===== src/rtl/sema_pkg.sv =====
package sema_pkg;
    localparam int SEM_W  = 2;
    localparam int EV_N   = 2;
    localparam int EV_END = 0;
    localparam int EV_ACQ = 1;

    typedef enum logic [SEM_W-1:0] {
        ST_FREE = 2'd0,
        ST_CPU  = 2'd1,
        ST_SPI  = 2'd2,
        ST_PEND = 2'd3
    } sema_st_e;

    typedef struct packed {
        sema_st_e st;
    } fsm_regs_t;

    typedef struct packed {
        logic [EV_N-1:0] ev;
        logic [EV_N-1:0] en;
    } evt_regs_t;
endpackage


===== src/rtl/sema_fsm.sv =====
module sema_fsm
    import sema_pkg::*;
(
    input  logic     clk,
    input  logic     rst_n,
    input  logic     acq_pulse,
    input  logic     rel_pulse,
    input  logic     xfer_start,
    input  logic     xfer_end,
    input  logic     short_en,
    output sema_st_e state_q,
    output logic     end_set,
    output logic     acq_set
);
    fsm_regs_t r_d, r_q;

    always_comb begin
        r_d     = r_q;
        end_set = 1'b0;
        acq_set = 1'b0;
        case (r_q.st)
            ST_FREE: begin
                if (acq_pulse) begin
                    r_d.st  = ST_CPU;
                    acq_set = 1'b1;
                end else if (xfer_start) begin
                    r_d.st = ST_SPI;
                end
            end
            ST_CPU: begin
                if (rel_pulse) r_d.st = ST_FREE;
            end
            ST_SPI: begin
                if (xfer_end) begin
                    end_set = 1'b1;
                    if (acq_pulse || short_en) begin
                        r_d.st  = ST_CPU;
                        acq_set = 1'b1;
                    end else begin
                        r_d.st = ST_FREE;
                    end
                end else if (acq_pulse) begin
                    r_d.st = ST_PEND;
                end
            end
            default: begin
                if (xfer_end) begin
                    r_d.st  = ST_CPU;
                    end_set = 1'b1;
                    acq_set = 1'b1;
                end
            end
        endcase
    end

    always_ff @(posedge clk) begin
        if (!rst_n) r_q.st <= ST_FREE;
        else        r_q   <= r_d;
    end

    assign state_q = r_q.st;

    a_r2_acq_grant: assert property (@(posedge clk) disable iff (!rst_n)
        (state_q == ST_FREE && acq_pulse) |=> (state_q == ST_CPU));
    a_r4_cpu_holds: assert property (@(posedge clk) disable iff (!rst_n)
        (state_q == ST_CPU && !rel_pulse) |=> (state_q == ST_CPU));
    a_r5_pending: assert property (@(posedge clk) disable iff (!rst_n)
        (state_q == ST_SPI && acq_pulse && !xfer_end) |=> (state_q == ST_PEND));
    a_r6_handover: assert property (@(posedge clk) disable iff (!rst_n)
        (state_q == ST_PEND && xfer_end) |=> (state_q == ST_CPU));
    a_r7_shortcut: assert property (@(posedge clk) disable iff (!rst_n)
        (state_q == ST_SPI && xfer_end && short_en) |=> (state_q == ST_CPU));
endmodule


===== src/rtl/sema_evt.sv =====
module sema_evt
    import sema_pkg::*;
(
    input  logic            clk,
    input  logic            rst_n,
    input  logic [EV_N-1:0] ev_set,
    input  logic [EV_N-1:0] ev_clr,
    input  logic [EV_N-1:0] ien_set,
    input  logic [EV_N-1:0] ien_clr,
    output logic [EV_N-1:0] ev_q,
    output logic [EV_N-1:0] en_q,
    output logic            irq
);
    evt_regs_t r_d, r_q;

    always_comb begin
        r_d    = r_q;
        r_d.ev = (r_q.ev & ~ev_clr) | ev_set;
        r_d.en = (r_q.en & ~ien_clr) | ien_set;
    end

    always_ff @(posedge clk) begin
        if (!rst_n) r_q <= '0;
        else        r_q <= r_d;
    end

    assign ev_q = r_q.ev;
    assign en_q = r_q.en;
    assign irq  = |(r_q.ev & r_q.en);

    for (genvar i = 0; i < EV_N; i++) begin : g_chk
        a_r8_sticky: assert property (@(posedge clk) disable iff (!rst_n)
            (ev_q[i] && !ev_clr[i]) |=> ev_q[i]);
        a_r8_set_wins: assert property (@(posedge clk) disable iff (!rst_n)
            ev_set[i] |=> ev_q[i]);
        a_r9_en_set: assert property (@(posedge clk) disable iff (!rst_n)
            ien_set[i] |=> en_q[i]);
        a_r9_en_hold: assert property (@(posedge clk) disable iff (!rst_n)
            (!ien_set[i] && !ien_clr[i]) |=> $stable(en_q[i]));
    end
endmodule


===== src/rtl/buf_own_sema.sv =====
module buf_own_sema
    import sema_pkg::*;
(
    input  logic             clk,
    input  logic             rst_n,
    input  logic             acq_pulse,
    input  logic             rel_pulse,
    input  logic             xfer_start,
    input  logic             xfer_end,
    input  logic             short_en,
    input  logic [EV_N-1:0]  ev_clr,
    input  logic [EV_N-1:0]  ien_set,
    input  logic [EV_N-1:0]  ien_clr,
    output logic [SEM_W-1:0] sem_state,
    output logic             spi_grant,
    output logic [EV_N-1:0]  ev_flags,
    output logic [EV_N-1:0]  ien,
    output logic             irq
);
    sema_st_e        st;
    logic            end_set, acq_set;
    logic [EV_N-1:0] set_vec;

    sema_fsm u_fsm (
        .clk(clk), .rst_n(rst_n),
        .acq_pulse(acq_pulse), .rel_pulse(rel_pulse),
        .xfer_start(xfer_start), .xfer_end(xfer_end), .short_en(short_en),
        .state_q(st), .end_set(end_set), .acq_set(acq_set)
    );

    always_comb begin
        set_vec         = '0;
        set_vec[EV_END] = end_set;
        set_vec[EV_ACQ] = acq_set;
    end

    sema_evt u_evt (
        .clk(clk), .rst_n(rst_n),
        .ev_set(set_vec), .ev_clr(ev_clr),
        .ien_set(ien_set), .ien_clr(ien_clr),
        .ev_q(ev_flags), .en_q(ien), .irq(irq)
    );

    assign sem_state = st;
    assign spi_grant = (st == ST_SPI) || (st == ST_PEND);

    a_r6_end_flag: assert property (@(posedge clk) disable iff (!rst_n)
        (spi_grant && xfer_end) |=> ev_flags[EV_END]);
    a_r4_grant_state: assert property (@(posedge clk) disable iff (!rst_n)
        (sem_state == 2'd1 && xfer_start) |=> !spi_grant);
endmodule


===== config.mk =====
export PLATFORM = sky130hd
export DESIGN_NAME = buf_own_sema
export DESIGN_NICKNAME = d
export VERILOG_FILES = /design/src/rtl/sema_pkg.sv /design/src/rtl/sema_fsm.sv /design/src/rtl/sema_evt.sv /design/src/rtl/buf_own_sema.sv
export SDC_FILE = /design/constraint.sdc
export NUM_CORES = 1
export LEC_CHECK = 0
export BUFFER_PORTS_ARGS = -buffer_cell sky130_fd_sc_hd__buf_2
export CORE_AREA = 4 4 41 43
export DETAILED_ROUTE_END_ITERATION = 7
export DIE_AREA = 0 0 45 47
export PLACE_DENSITY = 0.52
export SLEW_MARGIN = 20
export SYNTH_ARGS = -nofsm -noshare
export SYNTH_HDL_FRONTEND = slang
export SYNTH_SLANG_ARGS = --single-unit

===== constraint.sdc =====
create_clock -name clk -period 1.45 [get_ports clk]
set_clock_uncertainty 0.05 [all_clocks]
set_input_delay 0.0725 -clock clk [delete_from_list [all_inputs] [get_ports clk]]
set_output_delay 0.0725 -clock clk [all_outputs]
set_load 0.05 [all_outputs]

==> Yosys cells after proc, flatten, opt, wreduce, memory -nomap -nowiden <==
Cells that the tools add are included.
W data, S select, Z words.
{ "totals": {"reg_bits": 6, "output_inout_bits": 8, "elab_cells": 37, "input_bits": 13} }
{ "classes": {"n_eq_ne": 6, "bitwise_logic": 7, "n_reduce_logical": 7, "muxes": 14} }
{ "op_table": {"columns": ["cell", "count"], "rows": [
  ["$mux W2", 6],
  ["$and A2 B2 Y2", 3],
  ["$mux W1", 6],
  ["$ne A3 B3 Y1 const B", 2],
  ["$pmux W2 S3", 1],
  ["$eq A2 B2 Y1 const B", 2],
  ["$not A2 Y2", 2],
  ["$or A2 B2 Y2", 2],
  ["$reduce_and A4 Y1", 1],
  ["$reduce_bool A4 Y1", 1],
  ["$reduce_or A2 Y1", 2],
  ["$pmux W1 S3", 1],
  ["$eq A2 B1 Y1 const B", 1],
  ["$logic_not A2 Y1", 1],
  ["$logic_or A1 B1 Y1", 2],
  ["$ne A2 B2 Y1 const B", 1]
]} }

==> Longest topological paths before layout <==
Gate-level depths: netlist (run 1).
{ "logic_depth": {"word_depth": 5, "mapped_depth": 3, "depth_no_buf": 3} }

==> By module <==
A second synthesis (run 1) with hierarchy kept.
{ "hier_totals": {"hier_cells": 30, "hier_area_um2": 270.3} }
{ "modules_own_cells": {"columns": ["mod", "instances", "seq_area_each_um2", "area_per_inst_um2", "cells_each"], "rows": [
  ["sema_evt", 1, 80.1, 145.1, 13],
  ["sema_fsm", 1, 40.0, 121.4, 16],
  ["buf_own_sema", 1, 0.0, 3.8, 1]
]} }

==> Least setup slack after synthesis (run 1) <==
OpenSTA, ideal clock, no wires.
{ "synth_timing": {"kind": "reg-to-reg", "startpoint": "reg u_fsm.state_q[1] (netlist name)", "endpoint": "reg u_fsm.state_q[0] (netlist name)", "setup_slack_ns": -0.025, "n_path_buf": 0, "setup_ns": 0.128, "required_ns": 1.272, "arrival_ns": 1.297, "path_stages_with_launch": 4, "period_less_slack_ns": 1.475, "cell_sequence": "dfxtp_1 > mux2_4 > o31ai_1 > a31oi_1"} }
{ "synth_between": {"elab_chain_len": 3, "word_cells_on_any_way": 9, "cone_classes": "eq/ne: 5; mux: 1; reduce/logical: 3"} }
{ "synth_rtl": {"columns": ["item", "line_no", "source"], "rows": [
  ["$eq A2 B2 Y1 (tied with other cells)", "sema_fsm.sv:21", "case (r_q.st)"],
  ["$ne A3 B3 Y1 (no line) (tied with other cells)", null, null],
  ["$reduce_and A4 Y1 (no line)", null, null]
]} }
Parallel ways exist; a longest one is shown, timed or not.
A chain may end at the register's enable or synchronous reset.

==> Worst setup path after layout (run 1) <==
{ "layout_timing": {"startpoint": "reg u_fsm.state_q[1] (netlist name)", "endpoint": "reg u_fsm.state_q[0] (netlist name)"} }
{ "layout_between": {"elab_chain_len": 3, "word_cells_on_any_way": 9, "cone_classes": "eq/ne: 5; mux: 1; reduce/logical: 3"} }
{ "layout_rtl": {"columns": ["item", "line_no"], "rows": [
  ["$eq A2 B2 Y1 (tied with other cells)", "sema_fsm.sv:21"],
  ["$ne A3 B3 Y1 (no line) (tied with other cells)", null],
  ["$reduce_and A4 Y1 (no line)", null]
]} }
Parallel ways exist; a longest one is shown, timed or not.

==> impl_results.md, run 1 <==
- Status: finished clean
- CTS tree: yes
- Max-cap check violation count: 0
- Leak: 0.211 nW
- Cell Area, Synth: 285 um2
- # setup viols final: 0
- CTS H-tree depth: 1
- Final Max Slew Viols: 0
- I/O Buffers: 20
- Worst-case headroom to the max-slew limit: 80.3%
- Largest net degree at the start of global routing: 10
- RSZ-0062 raised after global routing: false
- Die height: 47 um
- Clock transition at path regs: 0.04 ns
- Post-DRT Antenna Nets: 0
- Vias in the first global route: 268
- Avg WL per Cell: 10.9 um
- CTS Buf Count: 3
- Yosys reg bits: 6
- Root Driver: clkbuf_4
- CP required: 1.52 ns
- Most frequent cells in the layout: buf_2 (20), dfxtp_1 (5), nor2b_1 (4), o21a_1 (4), clkbuf_4 (3)
- Post-Synth Simple-Gate Area: 22.4%
- Die Wd: 45 um
- Starting Density: 21.9%
- Power Density: 1060 nW/um2
- Num rows: 13
- Grt ovf: 0
- Final GP Congestion: 0.679
- Mux cell area share after synthesis: 5.26%
- Max Fanout on Critical Path: 9
- Period utilisation layout: 77.9%
- Max Root-Sink Buffers: 2
- Register Area: 121 um2
- Final Hold Fails: 0
- Number of antenna violations at the first check in global routing: 0
- First-pass GRT wire length: 1090 um
- DR DRC count: 0
- Top Ports: 21
- Multi-input logic area: 158 um2
- Initial drt markers: 1
- Hold Crit Class: input pin to flip-flop
- Layout cells sized above 1: 45.5%
- Fmax: 0.885 GHz
- Startpoint Class: flip-flop
- Die Footprint: 2120 um2
- CTS resizes: 0
- Arr. time, crit path: 1.20 ns
- Area grow syn2layout: 55.7%
- # diodes: 0
- Largest family of logic cells by synthesized area: compound AO/OA/AOI/OAI gates
- Worst Tran Pin Value: 0.291 ns
- Layout fillers: 150
- Vias: 316
- Final WL: 766 um
- Syn nets: 44
- Vias/cell: 4.51
- Clock tree sinks: 6
- DRT Pass-1 Iters: 4
- Setup TNS: 0 ns
- Gr usage total: 7.69%
- Setup crit end kind: flip-flop
- Synth Area in XOR/XNOR: 0%
- Post-synthesis sequential area ratio: 42.1%
- Crit Path Category: flip-flop to flip-flop
- Peak supply drop: 0.489 mV
- Syn_area_per_cell: 9.20 um2
- NumNets Final: 70
- Synth Instances: 31
- Most common cell after layout, fill and taps aside: buf_2
- Yosys cell types: 17
- Yosys warns: 0
- Fraction of the mapped netlist area in adder cells: 0%
- Worst-Skew Late Latency: 0.24 ns
- Fin util: 34.1%
- Core region area: 1300 um2
- Final total power: 0.473 mW
- Tmin final: 1.13 ns
- Post-synthesis compound-gate area fraction: 27.6%
## synthesized netlist by cell type (all sizes together)
cell type,instances,area [um2]
dfxtp,6,120
nor2b,4,25.0
o21a,4,30.0
nand2b,2,12.5
nor3,2,10.0
o31ai,2,15.0
a21boi,1,7.51
a22o,1,8.76
a31oi,1,6.26
clkbuf,1,3.75
inv,1,3.75
mux2,1,15.0
nand2,1,3.75
nor2,1,3.75
nor4b,1,8.76
o21ai,1,5.00
o22ai,1,6.26
## report_power, final
part / switching [mW] / leakage (nW) / internal, mW
clock network: 0.0557 / 0.0138 / 0.0933
registers: 0.0145 / 0.0501 / 0.179
logic: 0.0818 / 0.147 / 0.0488
total: 0.152 / 0.211 / 0.321
## critical path: stages (launching register included)
cell     delay [ns]
dfxtp_2        0.40
mux2_4         0.31
o31ai_1        0.20
a31oi_1        0.06
## what timing repair did
action                                 CTS  global route
hold buffers                             2             0
endpoints found under the hold margin    2             0
setup buffers                            0             0
## logic make-up after synthesis
family | count (synthesis)
AO/OA/AOI/OAI | 11
buffers and inverters | 2
flip-flops | 6
multiplexers | 1
AND/OR/NAND/NOR | 11
## final cells by class
cell class	instances	share of cell area, %
Clock buffer	3	5.07
Inverter	1	0.845
Multi-Input combinational cell	23	35.5
Sequential cell	6	27.3
Tap cell	15	4.23
Timing Repair Buffer	22	27.0
## registers in the layout, indices dropped and copies added (netlist names)
name and flops:
u_evt.ev_q 2, u_fsm.state_q 2, u_evt.en_q 2
## path summary, 6_finish.rpt
check / start / endpoint / slack [ns] / cells past startpoint
worst max-delay path: u_fsm.state_q[1] / u_fsm.state_q[0] / 0.32 / 3
worst min-delay path: ev_clr[0] / u_evt.ev_q[0] / 0.06 / 3
worst max register to register: u_fsm.state_q[1] / u_fsm.state_q[0] / 0.32 / 3
worst min register to register: u_evt.ev_q[0] / u_evt.ev_q[0] / 0.46 / 2
## metal layers
layer,vias to the layer above,track usage [%],routed length (um)
li1,161,-,-
met1,132,8.94,351
met2,21,10.5,292
met3,2,3.45,108
met4,0,7.02,13
met5,-,0,0
## through the flow
stage	area [um2]	hold WS, ns	std cells	worst slack, ns
final	444	0.0600	70	0.320
after global routing	444	0.0773	70	0.263
after CTS	444	0.0568	70	0.315
after detailed placement	402	0.238	65	0.315
after global placement	402	0.238	65	0.340
after floorplan	287	0.140	31	0.132
Power figures use the tool's default switching activity.
==> run 2, diff against run 1 <==
Settings changed: ABC_AREA set to 1, PLACE_DENSITY 0.52 to 0.56.
Clock period 1.45 ns to 0.93 ns, I/O delays scaled along.
==> run 2 against run 1 <==
Effect of this change: the run now ends with setup timing left; register-to-register slack got worse by 0.40 ns; hold slack got worse by 0.034 ns; die area did not move; combinational power rose to 7.1 times the previous value; global-route usage rose by 3.0 points; critical endpoint is now irq; largest cell class is now buffers; largest power group is now combinational logic.
==> impl_results.md, run 2 <==
- DRT Pass-1 Iters: 4
- Area grow syn2layout: 108%
- Kind of cell adding the most delay to the critical path: flip-flops
- CP max stage delay: 0.32 ns
- R2R depth: 6
- Worst-case headroom to the max-slew limit: 89.9%
- I/O Buffers: 20
- Most frequent cells in the layout: buf_2 (12), buf_4 (9), inv_1 (8), nor2_1 (8), nand2_1 (7)
- Setup crit end kind: output pin
- Fmax: 0.948 GHz
- Synth Area in XOR/XNOR: 0%
- Vias in the first global route: 407
- Mux cell area share after synthesis: 0%
- Die Wd: 45 um
- Tmin final: 1.05 ns
- Starting Density: 24.2%
- Top Ports: 21
- Clock tree sinks: 6
- Max-cap check violation count: 0
- Root Driver: clkbuf_4
- Syn nets: 63
- Main synth FF type: dfxtp_1
- Status: complete, but fails checks
- Detailed placement HPWL: 694 um
- DR DRC count: 0
- Met2 Routed Length: 531 um
- Worst-Skew Late Latency: 0.25 ns
- Post-DRT Antenna Nets: 0
- # setup viols final: 6
- Clock transition at path regs: 0.04 ns
- Peak supply drop: 1.35 mV
- Synth Instances: 50
- Syn_area_per_cell: 6.31 um2
- Hold Crit Class: input pin to flip-flop
- CTS H-tree depth: 1
- Met3 Wirelength: 87 um
- Critical path depth in cells: 2
- Max layer used: met3
- Worst Tran Pin Value: 0.151 ns
- Post-synthesis compound-gate area fraction: 12.3%
- Leak: 0.343 nW
- Cell Area, Synth: 315 um2
- # diodes: 0
- Post-synth EDFFs: 0
- Largest family of logic cells by synthesized area: simple AND/OR/NAND/NOR gates
- CTS Buf Count: 3
- Die height: 47 um
- Final Hold Fails: 0
- Slowest-stage cell, CP: dfxtp_2
- Buffer and inverter count on the worst path: 1
- Post-synthesis sequential area ratio: 38.1%
- Period utilisation layout: 113%
- Startpoint Class: flip-flop
- Vias: 422
- Max Root-Sink Buffers: 2
- Final total power: 1.61 mW
- Fin Hold WS: 0.0264 ns
- Failing checks: setup timing
- Most frequent cell after synthesis: nand2_1
- Post-synth top area share: 38.1%
- Hold path depth: 4
- First-pass GRT wire length: 1570 um
- Synth async-reset ratio: 0%
- Crit Path Category: flip-flop to output pin
- Vias/cell: 4.31
- Layout cells sized above 1: 59.0%
- Yosys reg bits: 6
- Top cell type by total area after synthesis: dfxtp_1
- RSZ-0062 raised after global routing: true
- Yosys warns: 0
- Max Fanout on Critical Path: 2
- Yosys cell types: 13
- Arr. time, crit path: 0.96 ns
- Core region area: 1300 um2
- Final GP Congestion: 0.812
- Top cells by area, synth: dfxtp_1 (38%), nand2_1 (14%), nor2_1 (12%), inv_1 (9.5%), nand3_1 (6.3%)
- Most frequent cells after synthesis: nand2_1 (12), nor2_1 (10), inv_1 (8)
- Num rows: 13
- Die Footprint: 2120 um2
- Fraction of the mapped netlist area in adder cells: 0%
- NumNets Final: 97
- Layout fillers: 139
- Wire length on met1: 366 um
- CTS tree: yes
- CP required: 0.83 ns
- Final Max Slew Viols: 0
- Gr usage total: 10.7%
- Grt ovf: 0
- Number of antenna violations at the first check in global routing: 0
- Avg WL per Cell: 10.1 um
- Post-Synth Simple-Gate Area: 37.7%
- Largest net degree at the start of global routing: 7
- Power Density: 2460 nW/um2
- Cell Chain, Critical Path: a22o_4 -> buf_8
- Final worst slack: -0.124 ns
- Most common cell after layout, fill and taps aside: buf_2
- Final WL: 985 um
- Initial drt markers: 9
-- run 2: cell types whose count changed after synthesis, sizes merged --
| cell | change |
|---|---|
| nor3 | -2 |
| nor2 | +10 |
| a21boi | -1 |
| nand2 | +11 |
| o22ai | -1 |
| mux2 | -1 |
| nand3 | +5 |
| inv | +8 |
| nor4b | -1 |
| a21oi | +3 |
| o21a | -4 |
| nor2b | -4 |
| nand2b | -2 |
| o31ai | -2 |
-- run 2: power breakdown --
part           internal [mW]  switching (mW)  total (mW)  leakage [nW]
clock network          0.163          0.0996       0.262        0.0150
registers              0.332          0.0898       0.422        0.0522
logic                  0.405           0.524       0.929         0.276
-- run 2: worst paths after layout --
kind	to	startpoint	slack, ns
hold / removal	u_evt.ev_q[1]	ev_clr[1]	0.03
hold reg to reg	u_evt.ev_q[1]	u_evt.ev_q[1]	0.46
setup reg to reg	u_fsm.state_q[1]	u_fsm.state_q[0]	-0.08
setup / recovery	irq	u_evt.ev_q[0]	-0.12
-- run 2: metal layers --
metal / vias up / global-route usage, %
met3: 0 / 5.75
met2: 15 / 20.1
met4: 0 / 3.51
li1: 221 / -
met5: - / 0
met1: 186 / 9.82
-- run 2: logic make-up (layout without fill, tap and decap cells) --
| logic type | count (synthesis) | in the layout |
|---|---|---|
| AO/OA/AOI/OAI | 6 | 6 |
| buffers and inverters | 10 | 43 |
| flip-flops | 6 | 6 |
| AND/OR/NAND/NOR | 28 | 28 |
-- run 2: layout make-up --
class / instances / area (um2) / share of cell area [%]
flip-flops and latches: 6 / 133 / 20.2
multi-input cells: 34 / 206 / 31.5
inverters: 9 / 36.3 / 5.53
clock buffers: 4 / 26.3 / 4.01
well taps: 15 / 18.8 / 2.86
repair buffers: 30 / 235 / 35.9
-- run 2: stage by stage --
step	setup TNS, ns	utilization [%]	instances	cell area (um2)	worst slack, ns
3_5_place_dp	-0.141	35.9	86	467	-0.0964
4_1_cts	-0.302	45.8	95	596	-0.139
5_1_grt	-0.742	50.4	98	656	-0.154
2_1_floorplan	-0.276	-	50	337	-0.110
6_report	-0.380	50.4	98	656	-0.124
3_3_place_gp	-0.0987	35.9	86	467	-0.0560
-- run 2: worst register-to-register path: stages, from the launching register on --
cell     delay (ns)
dfxtp_4        0.37
nor2_2         0.17
nand2_2        0.09
nand3_4        0.09
nand2_1        0.05
nand2_1        0.05
nor2_1         0.04
-- run 2: what timing repair did --
item	in CTS	in global routing
setup endpoints to repair	10	9
pin swaps	4	2
hold buffers	4	0
gates resized for setup	18	12
cloned	0	0
setup buffers	1	3
endpoints found under the hold margin	5	0
